## config.mk

```make
export PLATFORM = sky130hd
export DESIGN_NAME = strseq_top
export DESIGN_NICKNAME = d
export VERILOG_FILES = /design/src/rtl/strseq_pkg.sv /design/src/rtl/strseq_agen.sv /design/src/rtl/strseq_cmp.sv /design/src/rtl/strseq_fsm.sv /design/src/rtl/strseq_top.sv
export SDC_FILE = /design/constraint.sdc
export NUM_CORES = 1
export LEC_CHECK = 0
export ABC_AREA = 1
export BUFFER_PORTS_ARGS = -buffer_cell sky130_fd_sc_hd__buf_4
export CAP_MARGIN = 20
export CORE_UTILIZATION = 50
export CTS_BUF_LIST = sky130_fd_sc_hd__clkbuf_16
export DETAILED_ROUTE_END_ITERATION = 7
export GPL_ROUTABILITY_DRIVEN = 0
export PLACE_DENSITY = 0.78
export SLEW_MARGIN = 20
export SYNTH_ARGS = -nofsm -noshare
export SYNTH_HDL_FRONTEND = slang
export SYNTH_SLANG_ARGS = --single-unit
```

## constraint.sdc

```tcl
create_clock -name clk -period 2.9 [get_ports clk]
set_input_delay 0.29 -clock clk [delete_from_list [all_inputs] [get_ports clk]]
set_output_delay 0.29 -clock clk [all_outputs]
set_load 0.05 [all_outputs]
```

## src/rtl/strseq_pkg.sv

```systemverilog
package strseq_pkg;

  localparam int unsigned WORD_W    = 16;
  localparam int unsigned BYTE_W    = 8;
  localparam int unsigned SEG_SHIFT = 4;
  localparam int unsigned ADDR_W    = 20;

  localparam logic [7:0] PFX_NE = 8'hF2;
  localparam logic [7:0] PFX_EQ = 8'hF3;

  typedef logic [WORD_W-1:0] word_t;
  typedef logic [ADDR_W-1:0] addr_t;

  typedef enum logic [1:0] {
    OP_LOAD = 2'd0,
    OP_CMP  = 2'd1,
    OP_SCAN = 2'd2,
    OP_SPR  = 2'd3
  } op_e;

  typedef enum logic [1:0] {
    RP_NONE = 2'd0,
    RP_NE   = 2'd1,
    RP_EQ   = 2'd2
  } rep_e;

  typedef enum logic [2:0] {
    ST_IDLE,
    ST_SRC_REQ,
    ST_SRC_WAIT,
    ST_DST_REQ,
    ST_DST_WAIT
  } st_e;

  typedef struct packed {
    logic zf;
    logic cf;
    logic sf;
    logic of;
  } flags_t;

  function automatic rep_e decode_rep(logic [7:0] code);
    if (code == PFX_NE) return RP_NE;
    if (code == PFX_EQ) return RP_EQ;
    return RP_NONE;
  endfunction

  function automatic logic op_is_load(op_e op);
    return (op == OP_LOAD) || (op == OP_SPR);
  endfunction

  function automatic addr_t phys_addr(word_t seg, word_t ofs);
    addr_t base;
    addr_t off;
    base = addr_t'(seg) << SEG_SHIFT;
    off  = addr_t'(ofs);
    return base + off;
  endfunction

  function automatic word_t ptr_step(word_t p, logic wide, logic down);
    word_t amt;
    amt = wide ? word_t'(2) : word_t'(1);
    return down ? (p - amt) : (p + amt);
  endfunction

  function automatic flags_t sub_flags(word_t a, word_t b, logic wide);
    logic [WORD_W:0] dw;
    logic [BYTE_W:0] db;
    flags_t f;
    dw = {1'b0, a} - {1'b0, b};
    db = {1'b0, a[BYTE_W-1:0]} - {1'b0, b[BYTE_W-1:0]};
    if (wide) begin
      f.zf = (dw[WORD_W-1:0] == '0);
      f.cf = dw[WORD_W];
      f.sf = dw[WORD_W-1];
      f.of = (a[WORD_W-1] ^ b[WORD_W-1]) & (a[WORD_W-1] ^ dw[WORD_W-1]);
    end else begin
      f.zf = (db[BYTE_W-1:0] == '0);
      f.cf = db[BYTE_W];
      f.sf = db[BYTE_W-1];
      f.of = (a[BYTE_W-1] ^ b[BYTE_W-1]) & (a[BYTE_W-1] ^ db[BYTE_W-1]);
    end
    return f;
  endfunction

endpackage

```

## src/rtl/strseq_agen.sv

```systemverilog
module strseq_agen
  import strseq_pkg::*;
(
  input  word_t src_seg,
  input  word_t dst_seg,
  input  word_t si,
  input  word_t di,
  input  logic  sel_dst,
  output addr_t addr
);

  addr_t src_addr;
  addr_t dst_addr;

  assign src_addr = phys_addr(src_seg, si);
  assign dst_addr = phys_addr(dst_seg, di);
  assign addr     = sel_dst ? dst_addr : src_addr;

endmodule

```

## src/rtl/strseq_cmp.sv

```systemverilog
module strseq_cmp
  import strseq_pkg::*;
(
  input  word_t  lhs,
  input  word_t  rhs,
  input  logic   wide,
  output flags_t flags
);

  assign flags = sub_flags(lhs, rhs, wide);

endmodule

```

## src/rtl/strseq_fsm.sv

```systemverilog
module strseq_fsm
  import strseq_pkg::*;
(
  input  logic clk,
  input  logic rst_n,
  input  logic start_i,
  input  op_e  op_in,
  input  rep_e rep_in,
  input  logic cx_in_zero,
  input  op_e  op_q,
  input  rep_e rep_q,
  input  logic cx_last,
  input  logic zf_new,
  output logic accept_o,
  output logic busy_o,
  output logic req_o,
  output logic sel_dst_o,
  output logic cap_src_o,
  output logic cap_dst_o,
  output logic elem_end_o,
  output logic done_o
);

  st_e  st_q, st_d;
  logic done_d;
  logic skip_w;
  logic is_cmp_q;
  logic early_exit;
  logic stop_w;

  assign accept_o   = (st_q == ST_IDLE) && start_i;
  assign skip_w     = (rep_in != RP_NONE) && cx_in_zero;
  assign is_cmp_q   = !op_is_load(op_q);
  assign busy_o     = (st_q != ST_IDLE);
  assign req_o      = (st_q == ST_SRC_REQ) || (st_q == ST_DST_REQ);
  assign sel_dst_o  = (st_q == ST_DST_REQ);
  assign cap_src_o  = (st_q == ST_SRC_WAIT);
  assign cap_dst_o  = (st_q == ST_DST_WAIT);
  assign elem_end_o = ((st_q == ST_SRC_WAIT) && !is_cmp_q) || (st_q == ST_DST_WAIT);

  assign early_exit = is_cmp_q && ((rep_q == RP_NE) ? zf_new : !zf_new);
  assign stop_w     = (rep_q == RP_NONE) || cx_last || early_exit;

  always_comb begin
    st_d   = st_q;
    done_d = 1'b0;
    unique case (st_q)
      ST_IDLE: begin
        if (accept_o) begin
          if (skip_w)                st_d = ST_IDLE;
          else if (op_in == OP_SCAN) st_d = ST_DST_REQ;
          else                       st_d = ST_SRC_REQ;
          done_d = skip_w;
        end
      end
      ST_SRC_REQ: st_d = ST_SRC_WAIT;
      ST_SRC_WAIT: begin
        if (is_cmp_q) begin
          st_d = ST_DST_REQ;
        end else if (stop_w) begin
          st_d   = ST_IDLE;
          done_d = 1'b1;
        end else begin
          st_d = ST_SRC_REQ;
        end
      end
      ST_DST_REQ: st_d = ST_DST_WAIT;
      ST_DST_WAIT: begin
        if (stop_w) begin
          st_d   = ST_IDLE;
          done_d = 1'b1;
        end else if (op_q == OP_SCAN) begin
          st_d = ST_DST_REQ;
        end else begin
          st_d = ST_SRC_REQ;
        end
      end
      default: st_d = ST_IDLE;
    endcase
  end

  always_ff @(posedge clk or negedge rst_n) begin
    if (!rst_n) begin
      st_q   <= ST_IDLE;
      done_o <= 1'b0;
    end else begin
      st_q   <= st_d;
      done_o <= done_d;
    end
  end

endmodule

```

## src/rtl/strseq_top.sv

```systemverilog
module strseq_top
  import strseq_pkg::*;
(
  input  logic              clk,
  input  logic              rst_n,
  input  logic              start_i,
  input  logic [1:0]        op_i,
  input  logic              wide_i,
  input  logic [7:0]        prefix_i,
  input  logic              seg_ovr_en_i,
  input  logic [WORD_W-1:0] seg_ovr_i,
  input  logic [WORD_W-1:0] ds_i,
  input  logic [WORD_W-1:0] es_i,
  input  logic [WORD_W-1:0] si_i,
  input  logic [WORD_W-1:0] di_i,
  input  logic [WORD_W-1:0] cx_i,
  input  logic [WORD_W-1:0] acc_i,
  input  logic              df_i,
  output logic              mem_req_o,
  output logic [ADDR_W-1:0] mem_addr_o,
  output logic              mem_wide_o,
  input  logic [WORD_W-1:0] mem_rdata_i,
  output logic [WORD_W-1:0] si_o,
  output logic [WORD_W-1:0] di_o,
  output logic [WORD_W-1:0] cx_o,
  output logic [WORD_W-1:0] acc_o,
  output logic              zf_o,
  output logic              cf_o,
  output logic              sf_o,
  output logic              of_o,
  output logic              done_o
);

  word_t  si_q, di_q, cx_q, acc_q, src_tmp_q;
  word_t  src_seg_q, dst_seg_q;
  op_e    op_q;
  rep_e   rep_q;
  logic   wide_q, df_q;
  flags_t flags_q;

  op_e    op_in_w;
  rep_e   rep_in_w;
  word_t  cx_dec_w;
  word_t  cmp_lhs_w;
  flags_t cmp_flags_w;
  logic   load_q_w;

  logic   accept_w, busy_w, req_w, sel_dst_w;
  logic   cap_src_w, cap_dst_w, elem_end_w;

  assign op_in_w   = op_e'(op_i);
  assign rep_in_w  = decode_rep(prefix_i);
  assign cx_dec_w  = cx_q - word_t'(1);
  assign load_q_w  = op_is_load(op_q);
  assign cmp_lhs_w = (op_q == OP_SCAN) ? acc_q : src_tmp_q;

  strseq_fsm fsm_i (
    .clk        (clk),
    .rst_n      (rst_n),
    .start_i    (start_i),
    .op_in      (op_in_w),
    .rep_in     (rep_in_w),
    .cx_in_zero (cx_i == '0),
    .op_q       (op_q),
    .rep_q      (rep_q),
    .cx_last    (cx_dec_w == '0),
    .zf_new     (cmp_flags_w.zf),
    .accept_o   (accept_w),
    .busy_o     (busy_w),
    .req_o      (req_w),
    .sel_dst_o  (sel_dst_w),
    .cap_src_o  (cap_src_w),
    .cap_dst_o  (cap_dst_w),
    .elem_end_o (elem_end_w),
    .done_o     (done_o)
  );

  strseq_agen agen_i (
    .src_seg (src_seg_q),
    .dst_seg (dst_seg_q),
    .si      (si_q),
    .di      (di_q),
    .sel_dst (sel_dst_w),
    .addr    (mem_addr_o)
  );

  strseq_cmp cmp_i (
    .lhs   (cmp_lhs_w),
    .rhs   (mem_rdata_i),
    .wide  (wide_q),
    .flags (cmp_flags_w)
  );

  always_ff @(posedge clk or negedge rst_n) begin
    if (!rst_n) begin
      si_q      <= '0;
      di_q      <= '0;
      cx_q      <= '0;
      acc_q     <= '0;
      src_tmp_q <= '0;
      src_seg_q <= '0;
      dst_seg_q <= '0;
      op_q      <= OP_LOAD;
      rep_q     <= RP_NONE;
      wide_q    <= 1'b0;
      df_q      <= 1'b0;
      flags_q   <= '0;
    end else begin
      if (accept_w) begin
        si_q      <= si_i;
        di_q      <= di_i;
        cx_q      <= cx_i;
        acc_q     <= acc_i;
        src_seg_q <= seg_ovr_en_i ? seg_ovr_i : ds_i;
        dst_seg_q <= es_i;
        op_q      <= op_in_w;
        rep_q     <= rep_in_w;
        wide_q    <= wide_i;
        df_q      <= df_i;
      end
      if (cap_src_w) begin
        si_q <= ptr_step(si_q, wide_q, df_q);
        if (load_q_w) begin
          if (wide_q) acc_q <= mem_rdata_i;
          else        acc_q <= {acc_q[WORD_W-1:BYTE_W], mem_rdata_i[BYTE_W-1:0]};
        end else begin
          src_tmp_q <= mem_rdata_i;
        end
      end
      if (cap_dst_w) begin
        di_q    <= ptr_step(di_q, wide_q, df_q);
        flags_q <= cmp_flags_w;
      end
      if (elem_end_w && (rep_q != RP_NONE)) begin
        cx_q <= cx_dec_w;
      end
    end
  end

  assign mem_req_o  = req_w;
  assign mem_wide_o = wide_q;
  assign si_o       = si_q;
  assign di_o       = di_q;
  assign cx_o       = cx_q;
  assign acc_o      = acc_q;
  assign zf_o       = flags_q.zf;
  assign cf_o       = flags_q.cf;
  assign sf_o       = flags_q.sf;
  assign of_o       = flags_q.of;

endmodule

```

Word-level counts from Yosys, hierarchy flattened
Index checks and enable logic that the tools add are counted.
W data, S select, Z words.
Storage, ports and cells
  register bits: 126
Cells by class
  bitwise operators: 7
  muxes and demuxes: 37
  add/subtract/negate cells: 9
  eq/ne operators: 12
  reductions and logical operators: 25
Operators with widths (number)
  $mux W16: 14
  $logic_not A16 Y1: 3
  $add A20 B16 Y20: 2
  $mux W20: 1
  $sub A16 B16 Y17: 1
  $add A16 B16 Y16: 1
  $add A16 B2 Y16: 1
  $eq A8 B8 Y1 const B: 2
  $sub A16 B1 Y16 const B: 1
  $sub A16 B16 Y16: 1
  $sub A16 B2 Y16: 1
  $pmux W3 S5: 1
  $mux W2: 7
  $mux W3: 4
  $reduce_bool A2 Y1: 5
  $sub A8 B8 Y9: 1
  $logic_not A8 Y1: 1
  $mux W1: 8
  $eq A2 B2 Y1 const B: 3
  $eq A3 B2 Y1 const B: 2
  $logic_and A1 B1 Y1: 5
  $logic_or A1 B1 Y1: 5
  $logic_not A2 Y1: 2
  $mux W4: 1
  12 further kinds: 17

Depth between registers and ports, before layout
  depth in word-level cells: 13
  depth in mapped cells: 26
  depth with buffers taken out: 24

Hierarchy
A second synthesis with hierarchy kept.
Unflattened totals
  cells, all modules: 1663
  area, all modules: 10852.9 um^2
Modules (own cells, without submodules)
  strseq_top: area an instance 7393.3 um^2, cells an instance 987, times used 1
  strseq_agen: area an instance 1859.3 um^2, cells an instance 376, times used 1
  strseq_cmp: area an instance 1239.9 um^2, cells an instance 248, times used 1
  strseq_fsm: area an instance 360.3 um^2, cells an instance 52, times used 1

Worst setup path before layout
Ideal clock, no wire load.
  kind: register to output
  from: register di_q[4] (netlist: di_o[4])
  to: output mem_addr_o[14]
  data arrival time: 3.209 ns
  data required time: 2.610 ns
  path buffers: 0
  slack: -0.599 ns
  cell stages (with the launch flop): 13
  cells stage by stage: dfrtp_1 -> ha_1 -> inv_1 -> fa_1 -> nor2_1 -> o21ai_1 -> nand2_1 -> a31oi_1 -> nor2_1 -> nor2_1 -> o21ai_1 -> o21ai_0 -> o21ai_0
Between the ends
  longest elaborated chain between the ends: 2
RTL lines
  from (decl): line strseq_top.sv:34  | word_t si_q, di_q, cx_q, acc_q, src_tmp_q;
  from (signal assigned): line strseq_top.sv:111  | di_q <= di_i;
  from (signal assigned): line strseq_top.sv:131  | di_q <= ptr_step(di_q, wide_q, df_q);
  $add A20 B16 Y20: line strseq_pkg.sv:57  | return base + off;
  $mux W20: line strseq_agen.sv:17  | assign addr = sel_dst ? dst_addr : src_addr;
  to (decl): line strseq_top.sv:20  | output logic [ADDR_W-1:0] mem_addr_o,
No other way between the ends.

Worst setup path in the final report
  from: register di_q[6] (netlist: di_o[6])
  to: output mem_addr_o[7]
Same word-level chain as after synthesis.

==> metrics.md <==
| Metric | Value |
|---|---|
| Fmax | `315 MHz` |
| Core area | `19000 µm²` |
| Worst Hold End | `dst_seg_q[11]` |
| WL final | `about 34 mm` |
| Global-route wire length before repair | `50.1 mm` |
| CP Class | `reg -> out` |
| Post-route minimum period | `between 3 and 4 ns` |
| Row count | `50` |
| Remaining DRCs | `0` |
| Final period util | `109%` |
| Max-slew headroom | `27.4%` |
| GRT Total Usage | `31.6%` |
| Setup TNS | `-1.95 ns` |
| Met1 Resource Use GR | `41.4%` |
| Area Growth Syn to Fin | `41.1%` |
| Io pins | `235` |
| Least-Margin Pin Slew | `1.09 ns` |
| Worst Clk Skew | `around 0.016 ns` |
| Initial Utilization | `51.7%` |
| Syn Area/Cell | `6.95 µm²` |
| HP Start | `es_i[11]` |
| Worst slack, placed | `-0.0289 ns` |
| Initial DRC count | `921` |
| Root Driver | `clkbuf_16` |
| Drt first pass iters | `6` |
| Reg2reg path depth | `25` |
| TritonCTS clock tree | `yes` |
| Routing usage on met2 | `51.7%` |
| Clock Latency Late Sink | `0.44 ns` |
| Layout cell share with drive strength beyond 1 | `slightly above 30%` |
| Routed vias | `11200` |
| Endpoints failing setup | `11` |
| Outcome | `finished, violations left` |
| Final setup margin | `-0.271 ns` |
| Vias in the first global route | `10200` |
| Required @ worst endpoint | `around 2.6 ns` |
| RSZ-0062 raised after global routing | `true` |
| Largest net degree at the start of global routing | `68` |
| Total grt overflow | `0` |
| Ys async rst share | `100%` |
| Final hold vios | `0` |
| Number of flops mapped to enable cells by yosys | `0` |
| Reg2Reg Setup Slack | `-0.19 ns` |
| Htree depth | `4` |
| Worst Path Arrival | `2.88 ns` |
| Failing checks | `negative setup slack` |
| CP startpoint kind | `flop` |
| Clk buf depth | `2` |
| Antenna viol nets, final | `0` |
| Crit Reg-Reg Endpoint | `fsm_i.done_o` |
| PortBufs | `234` |
| Worst R2R Start | `op_q[0]` |
| Syn nets | `around 1600` |
| Maxcap violations | `0` |
| Design Area, Final | `13800 µm²` |
| CP Capture Type | `output port` |
| Netlist cell types | `55` |
| Initial antenna violation count | `1` |
| DP Area | `about 12000 µm²` |
| Final non-filler cell total | `1997` |
| Cells after Synth | `1411` |
| Top FF cell, synth | `dfrtp_1` |
| Die Area | `20200 µm²` |
| Chip width | `142 µm` |
| Ys Warns | `0` |
| Die Y | `142 µm` |
| Grt met3 use | `4.27%` |
| Num CTS Buffers | `17` |
| Via/cell ratio | `5.63` |
| GRT Max-Usage Layer | `met2` |
| Slew Viols, Final | `0` |
| Hold Path Depth | `3` |
| #FFs+latches synth | `126` |
| Placed insts | `1901` |
| Net count, final | `just under 2000` |
| Mapped Area | `~9800 µm²` |
| Clk sink count | `around 130` |
| Mean routed wirelength per cell | `~17 µm` |
| Biggest fanout along the worst timing path | `4` |
| Worst hold path type | `in -> reg` |
| DPL Wire Length | `22.9 mm` |
| Sequential area share after synthesis | `32.2%` |
| Worst-path clk slew | `0.06 ns` |
placed cells by master, fill, tap and decap left out, drive strengths merged, types with 16 or more instances in the layout:
| master | synthesis | routed |
|---|---|---|
| xor2 | 28 | 28 |
| o211ai | 20 | 20 |
| clkbuf | 34 | 19 |
| a21oi | 102 | 102 |
| o21ai | 151 | 151 |
| dfrtp | 126 | 126 |
| nand3 | 58 | 58 |
| ha | 73 | 73 |
| nand2 | 417 | 417 |
| xnor2 | 16 | 16 |
| inv | 195 | 199 |
| buf | 6 | 330 |
| nor2 | 89 | 89 |
synthesized netlist by cell type (6+ instances only):
| library cell | instances | area, µm² |
|---|---|---|
| nand2_1 | 413 | 1550 |
| inv_2 | 7 | 26.3 |
| xnor2_1 | 16 | 140 |
| ha_1 | 73 | 913 |
| o221ai_1 | 8 | 70.1 |
| o21ai_1 | 11 | 55.1 |
| dfrtp_1 | 126 | 3150 |
| a21oi_1 | 97 | 485 |
| nand3_1 | 55 | 275 |
| nand4_1 | 11 | 68.8 |
| xor2_1 | 28 | 245 |
| o211ai_1 | 20 | 150 |
| nor2_1 | 79 | 297 |
| o22ai_1 | 6 | 37.5 |
| clkbuf_1 | 34 | 128 |
| inv_1 | 188 | 706 |
| nor2_2 | 8 | 50.1 |
| o21ai_0 | 136 | 681 |
| a31oi_1 | 6 | 37.5 |
| nor3_1 | 6 | 30.0 |
final cells by class:
class                   count  area, µm²
flip-flops and latches    126       3160
clock buffers              17        425
fillers                  1377       5130
well taps                 260        325
repair buffers            333       2620
inverters                 197        743
multi-input cells        1048       6420
diodes                      1       2.50
clock inverters            15        131
registers in the layout, summed over array words and instances, names as in the netlist, 2 cells and up:
signal      cells
di_o           16
acc_o          16
si_o           16
op_q            2
cx_o           16
src_tmp_q      16
dst_seg_q      16
rep_q           2
fsm_i.st_q      3
src_seg_q      16
critical path: stages (launching register included):
cell	delay (ns)
dfrtp_1	0.43
ha_4	0.30
nand3_1	0.07
nand2_1	0.11
nand2_1	0.09
buf_4	0.14
buf_4	0.12
buf_4	0.12
buf_4	0.12
buf_4	0.13
buf_4	0.13
buf_4	0.12
buf_4	0.12
buf_4	0.12
nand2_1	0.05
o22ai_1	0.08
buf_4	0.20
layer usage:
metal  vias up  wire (µm)  share of wire, %
met3       173       2540               7.4
met5         -          0                 0
li1       5261          -                 -
met1      5185      13900                40
met2       616      16100                47
met4         0       1840               5.4
how the worst max path moves through the flow:
stage	from	to	depth (start not counted)	slack, ns
final	di_o[6]	mem_addr_o[7]	16	-0.27
after global routing	src_seg_q[0]	mem_addr_o[18]	15	-0.37
after CTS	di_o[6]	mem_addr_o[17]	15	-0.19
after detailed placement	op_q[0]	fsm_i.done_o	18	-0.03
after global placement	op_q[0]	fsm_i.done_o	18	0.006
after floorplan	fsm_i.st_q[2]	mem_addr_o[6]	4	-0.16
stage by stage:
| step | hold WS [ns] | util [%] |
|---|---|---|
| floorplan | -0.00559 | - |
| global placement | 0.261 | 63.5 |
| detailed placement | 0.267 | 63.5 |
| CTS | 0.0534 | 69.4 |
| global route | 0.0663 | 73.0 |
| finish | 0.0490 | 73.0 |
logic make-up (layout without fill, tap and decap cells):
family / Yosys count / count (layout) / synth area share, %
other: 0 / 1 / 0
buffers and inverters: 237 / 562 / 9.15
DFF: 126 / 126 / 32.2
muxes: 5 / 5 / 0.561
adders and majority gates: 77 / 77 / 10.1
and+or+nand+nor: 603 / 603 / 25.6
xor gates and xnor gates: 44 / 44 / 3.93
AOI/OAI and AO/OA: 319 / 319 / 18.5
timing repair:
item / in CTS / in global routing
buffers inserted: 40 / 28
gates resized for setup: 62 / 115
hold buffers: 1 / 0
gates cloned: 0 / 2
hold endpoints to repair: 27 / 0
pin swaps: 23 / 54
endpoints found under the setup margin: 8 / 19
Power is not shown: default switching activity piles up to over one toggle a cycle in this logic, so the estimate is an artifact.
